--- config.mk ---
export PLATFORM = sky130hd
export DESIGN_NAME = pdm_stereo_rx
export DESIGN_NICKNAME = d
export VERILOG_FILES = /design/src/rtl/pdm_rx_pkg.sv /design/src/rtl/pdm_in_sync.sv /design/src/rtl/pdm_clk_div.sv /design/src/rtl/pdm_lane_split.sv /design/src/rtl/pdm_stereo_rx.sv
export SDC_FILE = /design/constraint.sdc
export NUM_CORES = 1
export LEC_CHECK = 0
export ABC_AREA = 1
export BUFFER_PORTS_ARGS = -buffer_cell sky130_fd_sc_hd__buf_2
export CAP_MARGIN = 10
export CORE_MARGIN = 4
export CORE_UTILIZATION = 45
export CTS_CLUSTER_SIZE = 10
export DETAILED_ROUTE_END_ITERATION = 16
export PLACE_DENSITY_LB_ADDON = 0.25
export SYNTH_ARGS = -nofsm -noshare
export SYNTH_HDL_FRONTEND = slang
export SYNTH_SLANG_ARGS = --single-unit
--- constraint.sdc ---
create_clock -name clk -period 5.3 [get_ports clk]
set_clock_uncertainty 0.1 [all_clocks]
set_input_delay 0.265 -clock clk [delete_from_list [all_inputs] [get_ports clk]]
set_output_delay 0.265 -clock clk [all_outputs]
set_load 0.05 [all_outputs]
--- src/rtl/pdm_rx_pkg.sv ---
package pdm_rx_pkg;

  // Smallest division ratio that still leaves a mid-phase tick in each half
  localparam int MIN_RATIO = 4;

  // Number of talkers sharing the wire; lane 0 owns the high half-period
  localparam int NUM_LANES = 2;

  typedef struct packed {
    logic valid;
    logic data;
  } pdm_bit_t;

endpackage

--- src/rtl/pdm_in_sync.sv ---
module pdm_in_sync #(
  parameter int STAGES = 2
) (
  input  logic clk,
  input  logic rst_n,
  input  logic din,
  output logic dout
);

  logic [STAGES-1:0] chain_q;

  generate
    for (genvar s = 0; s < STAGES; s++) begin : g_stage
      if (s == 0) begin : g_head
        always_ff @(posedge clk) begin
          if (!rst_n) chain_q[s] <= 1'b0;
          else        chain_q[s] <= din;
        end
      end else begin : g_body
        always_ff @(posedge clk) begin
          if (!rst_n) chain_q[s] <= 1'b0;
          else        chain_q[s] <= chain_q[s-1];
        end
      end
    end
  endgenerate

  assign dout = chain_q[STAGES-1];

endmodule

--- src/rtl/pdm_clk_div.sv ---
module pdm_clk_div
  import pdm_rx_pkg::*;
#(
  parameter int DIV_W       = 8,
  parameter int SYNC_STAGES = 2
) (
  input  logic                 clk,
  input  logic                 rst_n,
  input  logic                 en_i,
  input  logic [DIV_W-1:0]     div_i,
  output logic                 mic_clk_o,
  output logic                 run_o,
  output logic [NUM_LANES-1:0] tick_o
);

  localparam int CW = DIV_W + 1;

  logic             run_q;
  logic             hi_q;
  logic [DIV_W-1:0] cnt_q;
  logic [DIV_W-1:0] ratio_q;
  logic [DIV_W-1:0] ratio_req;
  logic [DIV_W-1:0] half;
  logic [DIV_W-1:0] quarter;
  logic [DIV_W-1:0] cnt_nxt;
  logic [CW-1:0]    pos_l_raw;
  logic [CW-1:0]    pos_r_raw;
  logic [DIV_W-1:0] pos_l;
  logic [DIV_W-1:0] pos_r;

  // Even ratio, never below the minimum
  always_comb begin
    ratio_req = {div_i[DIV_W-1:1], 1'b0};
    if (ratio_req < DIV_W'(MIN_RATIO)) ratio_req = DIV_W'(MIN_RATIO);
  end

  assign half    = ratio_q >> 1;
  assign quarter = half >> 1;

  // Tick placed late by the synchronizer depth so that the bit leaving the
  // synchronizer was on the pin at the mid-phase edge
  assign pos_l_raw = CW'(quarter) + CW'(SYNC_STAGES - 1);
  assign pos_l     = (pos_l_raw >= CW'(ratio_q)) ? DIV_W'(pos_l_raw - CW'(ratio_q))
                                                 : DIV_W'(pos_l_raw);
  assign pos_r_raw = CW'(pos_l) + CW'(half);
  assign pos_r     = (pos_r_raw >= CW'(ratio_q)) ? DIV_W'(pos_r_raw - CW'(ratio_q))
                                                 : DIV_W'(pos_r_raw);

  assign cnt_nxt = (cnt_q == ratio_q - DIV_W'(1)) ? '0 : cnt_q + DIV_W'(1);

  always_ff @(posedge clk) begin
    if (!rst_n) begin
      run_q   <= 1'b0;
      hi_q    <= 1'b0;
      cnt_q   <= '0;
      ratio_q <= DIV_W'(MIN_RATIO);
    end else if (!en_i) begin
      run_q   <= 1'b0;
      hi_q    <= 1'b0;
      cnt_q   <= '0;
    end else if (!run_q) begin
      run_q   <= 1'b1;
      hi_q    <= 1'b1;
      cnt_q   <= '0;
      ratio_q <= ratio_req;
    end else begin
      cnt_q   <= cnt_nxt;
      hi_q    <= (cnt_nxt < half);
    end
  end

  assign mic_clk_o = hi_q;
  assign run_o     = run_q;
  assign tick_o[0] = run_q && (cnt_q == pos_l);
  assign tick_o[1] = run_q && (cnt_q == pos_r);

  // stopped clock after enable drops
  p_clk_stops_r7: assert property (@(posedge clk) disable iff (!rst_n)
    !en_i |=> !mic_clk_o);

  // a run opens with the high half-period
  p_start_high_r3: assert property (@(posedge clk) disable iff (!rst_n)
    $rose(run_q) |-> hi_q);

  // counter stays inside the latched ratio
  p_cnt_range_r2: assert property (@(posedge clk) disable iff (!rst_n)
    run_q |-> (cnt_q < ratio_q));

  // the clock rises only at the period boundary
  p_rise_at_wrap_r2: assert property (@(posedge clk) disable iff (!rst_n)
    (run_q && $past(run_q) && $rose(hi_q)) |-> (cnt_q == '0));

  // latched ratio is frozen while running
  p_ratio_held_r2: assert property (@(posedge clk) disable iff (!rst_n)
    (run_q && $past(run_q)) |-> $stable(ratio_q));

endmodule

--- src/rtl/pdm_lane_split.sv ---
module pdm_lane_split
  import pdm_rx_pkg::*;
(
  input  logic                 clk,
  input  logic                 rst_n,
  input  logic                 en_i,
  input  logic                 run_i,
  input  logic [NUM_LANES-1:0] tick_i,
  input  logic                 bit_i,
  output pdm_bit_t [NUM_LANES-1:0] lane_o
);

  logic                 capture_ok;
  logic                 armed_q;
  logic [NUM_LANES-1:0] take;

  assign capture_ok = en_i && run_i;

  // Lane 0 needs no history; later lanes wait until lane 0 has fired
  always_comb begin
    take[0] = capture_ok && tick_i[0];
    for (int i = 1; i < NUM_LANES; i++) begin
      take[i] = capture_ok && tick_i[i] && armed_q;
    end
  end

  always_ff @(posedge clk) begin
    if (!rst_n)           armed_q <= 1'b0;
    else if (!capture_ok) armed_q <= 1'b0;
    else if (take[0])     armed_q <= 1'b1;
  end

  generate
    for (genvar g = 0; g < NUM_LANES; g++) begin : g_lane
      logic v_q;
      logic d_q;
      always_ff @(posedge clk) begin
        if (!rst_n) begin
          v_q <= 1'b0;
          d_q <= 1'b0;
        end else begin
          v_q <= take[g];
          if (take[g]) d_q <= bit_i;
        end
      end
      assign lane_o[g].valid = v_q;
      assign lane_o[g].data  = d_q;
    end
  endgenerate

  // the two talkers never complete in the same cycle
  p_one_lane_r8: assert property (@(posedge clk) disable iff (!rst_n)
    $onehot0({lane_o[1].valid, lane_o[0].valid}));

  // a right strobe needs a left strobe earlier in the run
  p_right_after_left_r6: assert property (@(posedge clk) disable iff (!rst_n)
    lane_o[1].valid |-> armed_q);

  // no strobe unless enable was seen at the capturing edge
  p_strobe_needs_en_r7: assert property (@(posedge clk) disable iff (!rst_n)
    (lane_o[0].valid || lane_o[1].valid) |-> $past(en_i));

endmodule

--- src/rtl/pdm_stereo_rx.sv ---
module pdm_stereo_rx
  import pdm_rx_pkg::*;
#(
  parameter int DIV_W       = 8,
  parameter int SYNC_STAGES = 2
) (
  input  logic             clk,
  input  logic             rst_n,
  input  logic             mic_en,
  input  logic [DIV_W-1:0] clk_div,
  input  logic             pdm_in,
  output logic             mic_clk,
  output logic             left_valid,
  output logic             left_bit,
  output logic             right_valid,
  output logic             right_bit
);

  logic                     pin_s;
  logic                     run;
  logic [NUM_LANES-1:0]     tick;
  pdm_bit_t [NUM_LANES-1:0] lane;

  pdm_in_sync #(
    .STAGES (SYNC_STAGES)
  ) u_sync (
    .clk   (clk),
    .rst_n (rst_n),
    .din   (pdm_in),
    .dout  (pin_s)
  );

  pdm_clk_div #(
    .DIV_W       (DIV_W),
    .SYNC_STAGES (SYNC_STAGES)
  ) u_div (
    .clk       (clk),
    .rst_n     (rst_n),
    .en_i      (mic_en),
    .div_i     (clk_div),
    .mic_clk_o (mic_clk),
    .run_o     (run),
    .tick_o    (tick)
  );

  pdm_lane_split u_split (
    .clk    (clk),
    .rst_n  (rst_n),
    .en_i   (mic_en),
    .run_i  (run),
    .tick_i (tick),
    .bit_i  (pin_s),
    .lane_o (lane)
  );

  assign left_valid  = lane[0].valid;
  assign left_bit    = lane[0].data;
  assign right_valid = lane[1].valid;
  assign right_bit   = lane[1].data;

  // left strobes only come while the microphone clock is running
  p_left_needs_run_r4: assert property (@(posedge clk) disable iff (!rst_n)
    left_valid |-> $past(run));

endmodule

* After elaboration in Yosys (flattened, before gate mapping)
Index checks and enable logic that the tools add are counted.
** Word-level totals
- Memory bits (read-only) :: 0
- Memories :: 0
- Output and inout port bits :: 5
- Bits in registers :: 25
- Logic and storage cells :: 41
- Latch bits :: 0
- Memory bits (writable) :: 0
- Bits of input ports :: 12
** Operators by class
- Multiply operators :: 0
- Shifts and indexed selects :: 0
- Add/subtract/negate cells :: 6
- Reductions and logical operators :: 10
- Div/mod/pow operators :: 0
- Mux-type cells :: 6
- Order comparisons :: 4
- Bitwise operators :: 1
- Equality and inequality tests :: 3
** Operators with widths (number)
- $mux W8 :: 4
- $eq A8 B8 Y1 :: 3
- $ge A9 B8 Y1 :: 2
- $sub A8 B8 Y8 :: 2
- $add A8 B7 Y9 :: 1
- $add A8 B1 Y8 const B :: 1
- $lt A8 B3 Y1 const B :: 1
- $lt A8 B7 Y1 :: 1
- $sub A8 B1 Y8 const B :: 1
- $add A6 B1 Y7 const B :: 1
- $logic_and A1 B1 Y1 :: 6
- $reduce_and A2 Y1 :: 3
- $reduce_and A3 Y1 :: 1
- $mux W1 :: 2
- $not A1 Y1 :: 1

* Logic depth before layout (Yosys ltp)
- Depth after elaboration :: 10
- Mapped depth :: 43
- Gate-level depth less buffers :: 43

* Modules after synthesis
A second synthesis with hierarchy kept.
** Unflattened totals
- Cell total of the unflattened synthesis :: 420
- Area, all modules :: 2768.9 µm²
** By module, submodules not included
- pdm_clk_div :: cells an instance 386, area an instance 2506.2 µm², instances 1, seq. area each 340.3 µm²
- pdm_lane_split :: cells an instance 28, area an instance 207.7 µm², instances 1, seq. area each 100.1 µm²
- pdm_in_sync :: cells an instance 6, area an instance 55.1 µm², instances 1, seq. area each 40.0 µm²

* Worst setup path before layout
Ideal clock, no wire load.
- Path kind :: flip-flop to flip-flop
- Start :: reg u_div.ratio_q[2]
- End :: reg u_split.g_lane[1].d_q
- Clock period less this slack :: 5.089 ns
- Path buffers :: 1
- Arrival :: 4.872 ns
- Cell stages (with the launch flop) :: 37
- Setup time :: 0.117 ns
- Path slack :: 0.211 ns
- Cells stage by stage :: dfxtp_1 inv_2 ha_1 inv_1 ha_1 inv_1 ha_1 inv_1 nand2_1 nand2_1 nand2_1 nand3_2 nand2_4 inv_1 nand2_2 o21ai_0 ha_1 a21oi_1 nand2_1 a21oi_1 o21bai_1 nand2_1 ha_1 nand4_1 nor2_1 or2_2 a21oi_2 nand2_4 buf_12 o21ai_2 nand2_1 nand2_1 nand2_1 nor2_1 nand3_1 nand2_1 nor2_1
** Between the ends
- Longest elaborated chain between the ends :: 10
** RTL lines
- start: declaration :: RTL line pdm_clk_div.sv:21 : logic [DIV_W-1:0] ratio_q;
- start signal: assignment :: RTL line pdm_clk_div.sv:56 : ratio_q <= DIV_W'(MIN_RATIO);
- start signal: assignment :: RTL line pdm_clk_div.sv:65 : ratio_q <= ratio_req;
- $add A6 B1 Y7 :: RTL line pdm_clk_div.sv:42 : assign pos_l_raw = CW'(quarter) + CW'(SYNC_STAGES - 1);
- $sub A8 B8 Y8 or $ge A9 B8 Y1 (tied branches) :: RTL line pdm_clk_div.sv:43 : assign pos_l = (pos_l_raw >= CW'(ratio_q)) ? DIV_W'(pos_l_raw - CW'(ratio_q))
- $mux W8 :: RTL line pdm_clk_div.sv:43
- $add A8 B7 Y9 :: RTL line pdm_clk_div.sv:45 : assign pos_r_raw = CW'(pos_l) + CW'(half);
- $sub A8 B8 Y8 or $ge A9 B8 Y1 (tied branches) :: RTL line pdm_clk_div.sv:46 : assign pos_r = (pos_r_raw >= CW'(ratio_q)) ? DIV_W'(pos_r_raw - CW'(ratio_q))
- $mux W8 * :: RTL line pdm_clk_div.sv:46
- $eq A8 B8 Y1 * :: RTL line pdm_clk_div.sv:75 : assign tick_o[1] = run_q && (cnt_q == pos_r);
- $logic_and A1 B1 Y1 * :: RTL line pdm_clk_div.sv:75
- $logic_and A1 B1 Y1 * (2 in series) :: RTL line pdm_lane_split.sv:23 : take[i] = capture_ok && tick_i[i] && armed_q;
- end signal: assignment :: RTL line pdm_lane_split.sv:43 : if (take[g]) d_q <= bit_i;
- end: declaration :: RTL line pdm_lane_split.sv:36 : logic d_q;
Mark *: on every way between the ends. The rest lies on a longest branch, timed or not.
A chain may end at the register's enable or synchronous reset.

* Worst setup path in the final report
- Start :: reg u_div.ratio_q[3]
- End :: reg u_split.g_lane[1].d_q
Same word-level chain as after synthesis.

==> metrics.yaml <==
pwr:
  seqPwrFrac_pct: 14.2
  p_int_mw: 0.6803
  clockPowerShare_pct: 9.4
  p_per_area_nw_per_um2: 385.4
  power_frac_comb_pct: 76.3
  p_leak_nw: 1.822
  max-vdd-ir-drop_uv: 254.2
  p_switching_mw: 0.6730
  sw_frac_of_total_pct: 49.73
  p_total_mw: 1.353
status:
  status: "finished, final reports clean"
die:
  initial_core_util_pct: 47.50
  die_height_um: 87.99
  ios: 17
  die_area_um2: 7741
  placementRows: 28
  core_area_um2: 6061
  die_w_um: 87.99
global_route:
  grt_max_degree: 14
  grt_pass1_wl_mm: 12.44
  grt_pass1_vias: 2702
  overflow: 0
  grt_use_total_pct: 20.27
  antenna_found_initial: 0
logic_synthesis:
  synthTopCellsByArea: "dfxtp_1, nand2_1, ha_1, inv_1, nand3_1"
  synth-edff-count: 0
  synth_ff_type: "dfxtp_1"
  avgSynthCellArea_um2: 6.441
  yosysMostFrequentCell: "nand2_1"
  synthArstFlopShare_pct: 0
  yosys-top-cells-count: "nand2_1, inv_1, nand3_1"
  ys_warn_count: 0
  syn_nets: 491
  synth_area_um2: 2879
  synth_top_area_cell: "dfxtp_1"
  synth.top_cell.area_share_pct: 16.69
  synthDistinctLibCells: 40
  synth_seq_area_share_pct: 16.69
  ys_seq_elements: 24
  synthCells: 447
min_path:
  hold_class: "input port to flop"
routing:
  vias_per_cell: 5.152
  vias: 2921
  drc: 0
  antenna_left: 0
  wl_met2_mm: 3.620
  wirelength_mm: 7.760
  maxUsedRoutingLayer: "met4"
  met1Wirelength_mm: 3.554
  dr_wl_met3_um: 415
  drtPass1Iterations: 4
  wl_per_cell_um: 13.69
  drt_iter0_drc: 160
finish:
  final_cell_area_um2: 3511
  drive_above_1_share_pct: 23.98
  synthToLayoutAreaGrowth_pct: 21.95
  nNetsFinal: 537
  n_antenna_cell: 0
  fillers: 599
  final_core_util_pct: 57.93
  finalNonFillerCells: 567
placed_design:
  place_congestion: 0.9056
  dp_cells: 555
  place_area_um2: 3174
  dp_hpwl_mm: 5.954
  portBuffers: 15
worst_setup_path:
  critPathSlowestCell: "dfxtp_4"
  cp_common_cell: "nand2_1"
  crit_family: "simple AND/OR/NAND/NOR gates"
  end_kind: "flop"
  max_stage_delay_ns: 0.40
  critPathLaunchType: "flop"
  cp_data_required_time_ns: 5.37
  crit_type: "flop to flop"
  path_buf_inv: 6
  cp.arrival_ns: 5.03
  crit_path_max_fanout: 6
sta:
  hold_viol_final: 0
  finalSetupViolations: 0
  finalMaxSlewViolations: 0
  fin_setup_tns_ns: 0
  clock.fmax_mhz: 201.9
  worst_pin_slew_ns: 0.3802
  slew-limit-headroom_pct: 74.00
  fin_crit_sh_pct: 93.43
  min_period_ns: 4.952
clock_tree:
  cts_root_buf: "clkbuf_8"
  htreeDepth: 1
  numCtsBuffers: 3
  cts_tree: "done"
  clk_pin_slew_ns: 0.09
  clock_latency_ns: 0.27
  cts_max_path_buffers: 2
  numClockSinks: 24
job:
  cap_violations: 0
power groups by stage:
stage / Combinational [mW] / Clock [mW] / Sequential (mW)
after detailed placement: 0.876 / 0 / 0.195
final: 1.03 / 0.127 / 0.193
after global placement: 0.866 / 0 / 0.196
after CTS: 0.884 / 0.129 / 0.191
after floorplan: 0.705 / 0 / 0.198
after global routing: 1.15 / 0.138 / 0.194
worst register-to-register path, delay by kind of cell, from the launching register on:
kind / cells / cell delay [ns]
compound gates: 4 / 0.50
xor+xnor: 2 / 0.43
fa+ha+maj: 3 / 0.76
buf+inv: 6 / 0.54
flops: 1 / 0.40
simple gates: 20 / 2.14
timing repair:
item / CTS / global route
endpoints found under the setup margin: 1 / 2
gates resized for setup: 1 / 51
pin swaps: 0 / 12
buffers inserted: 0 / 7
hold buffers: 0 / 0
endpoints found under the hold margin: 0 / 0
gates cloned: 0 / 1
per-stage QoR:
step | worst slack, ns | hold slack, ns
after floorplan | 0.2114 | 0.2626
after detailed placement | -0.003721 | 0.2966
after global routing | -0.04344 | 0.08350
after global placement | 0.03591 | 0.2932
final | 0.3479 | 0.07272
after CTS | 0.008153 | 0.06726
final cells by class:
| type | instances | area, µm² | area share [%] |
|---|---|---|---|
| clock buffer | 4 | 55.05 | 1.568 |
| inverter | 80 | 300.3 | 8.553 |
| multi-input combinational | 339 | 2265 | 64.50 |
| sequential | 24 | 489.2 | 13.93 |
| tap | 75 | 93.84 | 2.673 |
| timing repair buffer | 45 | 307.8 | 8.767 |
cells in the final DEF (no fill, tap or decap), types with 2 or more instances in the layout:
master	synthesis	routed
nand2_1	103	100
inv_1	76	72
nand3_1	37	31
nor2_1	34	31
buf_4	1	28
ha_1	30	24
dfxtp_1	24	21
xor2_1	21	19
a21oi_1	23	18
buf_2	0	15
o21ai_0	17	12
nand2_2	8	11
nand4_1	8	8
inv_2	3	7
nand3_2	2	7
xnor2_1	8	7
o21ai_2	3	6
nor3_1	7	6
ha_4	0	6
nand2_4	4	5
a21oi_2	1	5
nand3b_1	5	5
nor2_2	1	4
o211ai_1	4	4
clkbuf_8	0	4
o21bai_1	3	3
nor2_4	2	2
xor2_2	0	2
or2_2	2	2
a21o_1	2	2
o21ai_1	0	2
a211oi_1	2	2
nor3_2	2	2
buf_6	1	2
dfxtp_4	0	2
cells by family after synthesis:
family	synth area share, %
xor gates and xnor gates	8.822
AOI/OAI and AO/OA	11.56
buffers and inverters	12.04
adders and majority gates	14.43
and+or+nand+nor	36.46
DFF	16.69
layer usage:
layer	up-vias	track usage, %
met3	13	0.9407
met5	-	0
met1	1312	26.90
met2	64	34.79
met4	0	7.252
li1	1532	-
sequential cells by signal, indices dropped and copies added, names as in the netlist:
| name | flops |
|---|---|
| u_split.armed_q | 1 |
| u_split.g_lane.v_q | 2 |
| u_div.mic_clk_o | 1 |
| u_div.cnt_q | 8 |
| u_sync.dout | 1 |
| u_div.ratio_q | 7 |
| u_sync.chain_q | 1 |
| u_split.g_lane.d_q | 2 |
| u_div.run_o | 1 |
path summary, 6_finish.rpt:
path,to,startpoint,cells past startpoint,slack [ns]
worst min register to register,u_sync.dout,u_sync.chain_q[0],2,0.32
worst min-delay path,u_sync.chain_q[0],pdm_in,3,0.07
worst max register to register,u_split.g_lane[1].d_q,u_div.ratio_q[3],35,0.35
worst max-delay path,u_split.g_lane[1].d_q,u_div.ratio_q[3],35,0.35
Note: power is estimated with default switching activity, not from simulation.
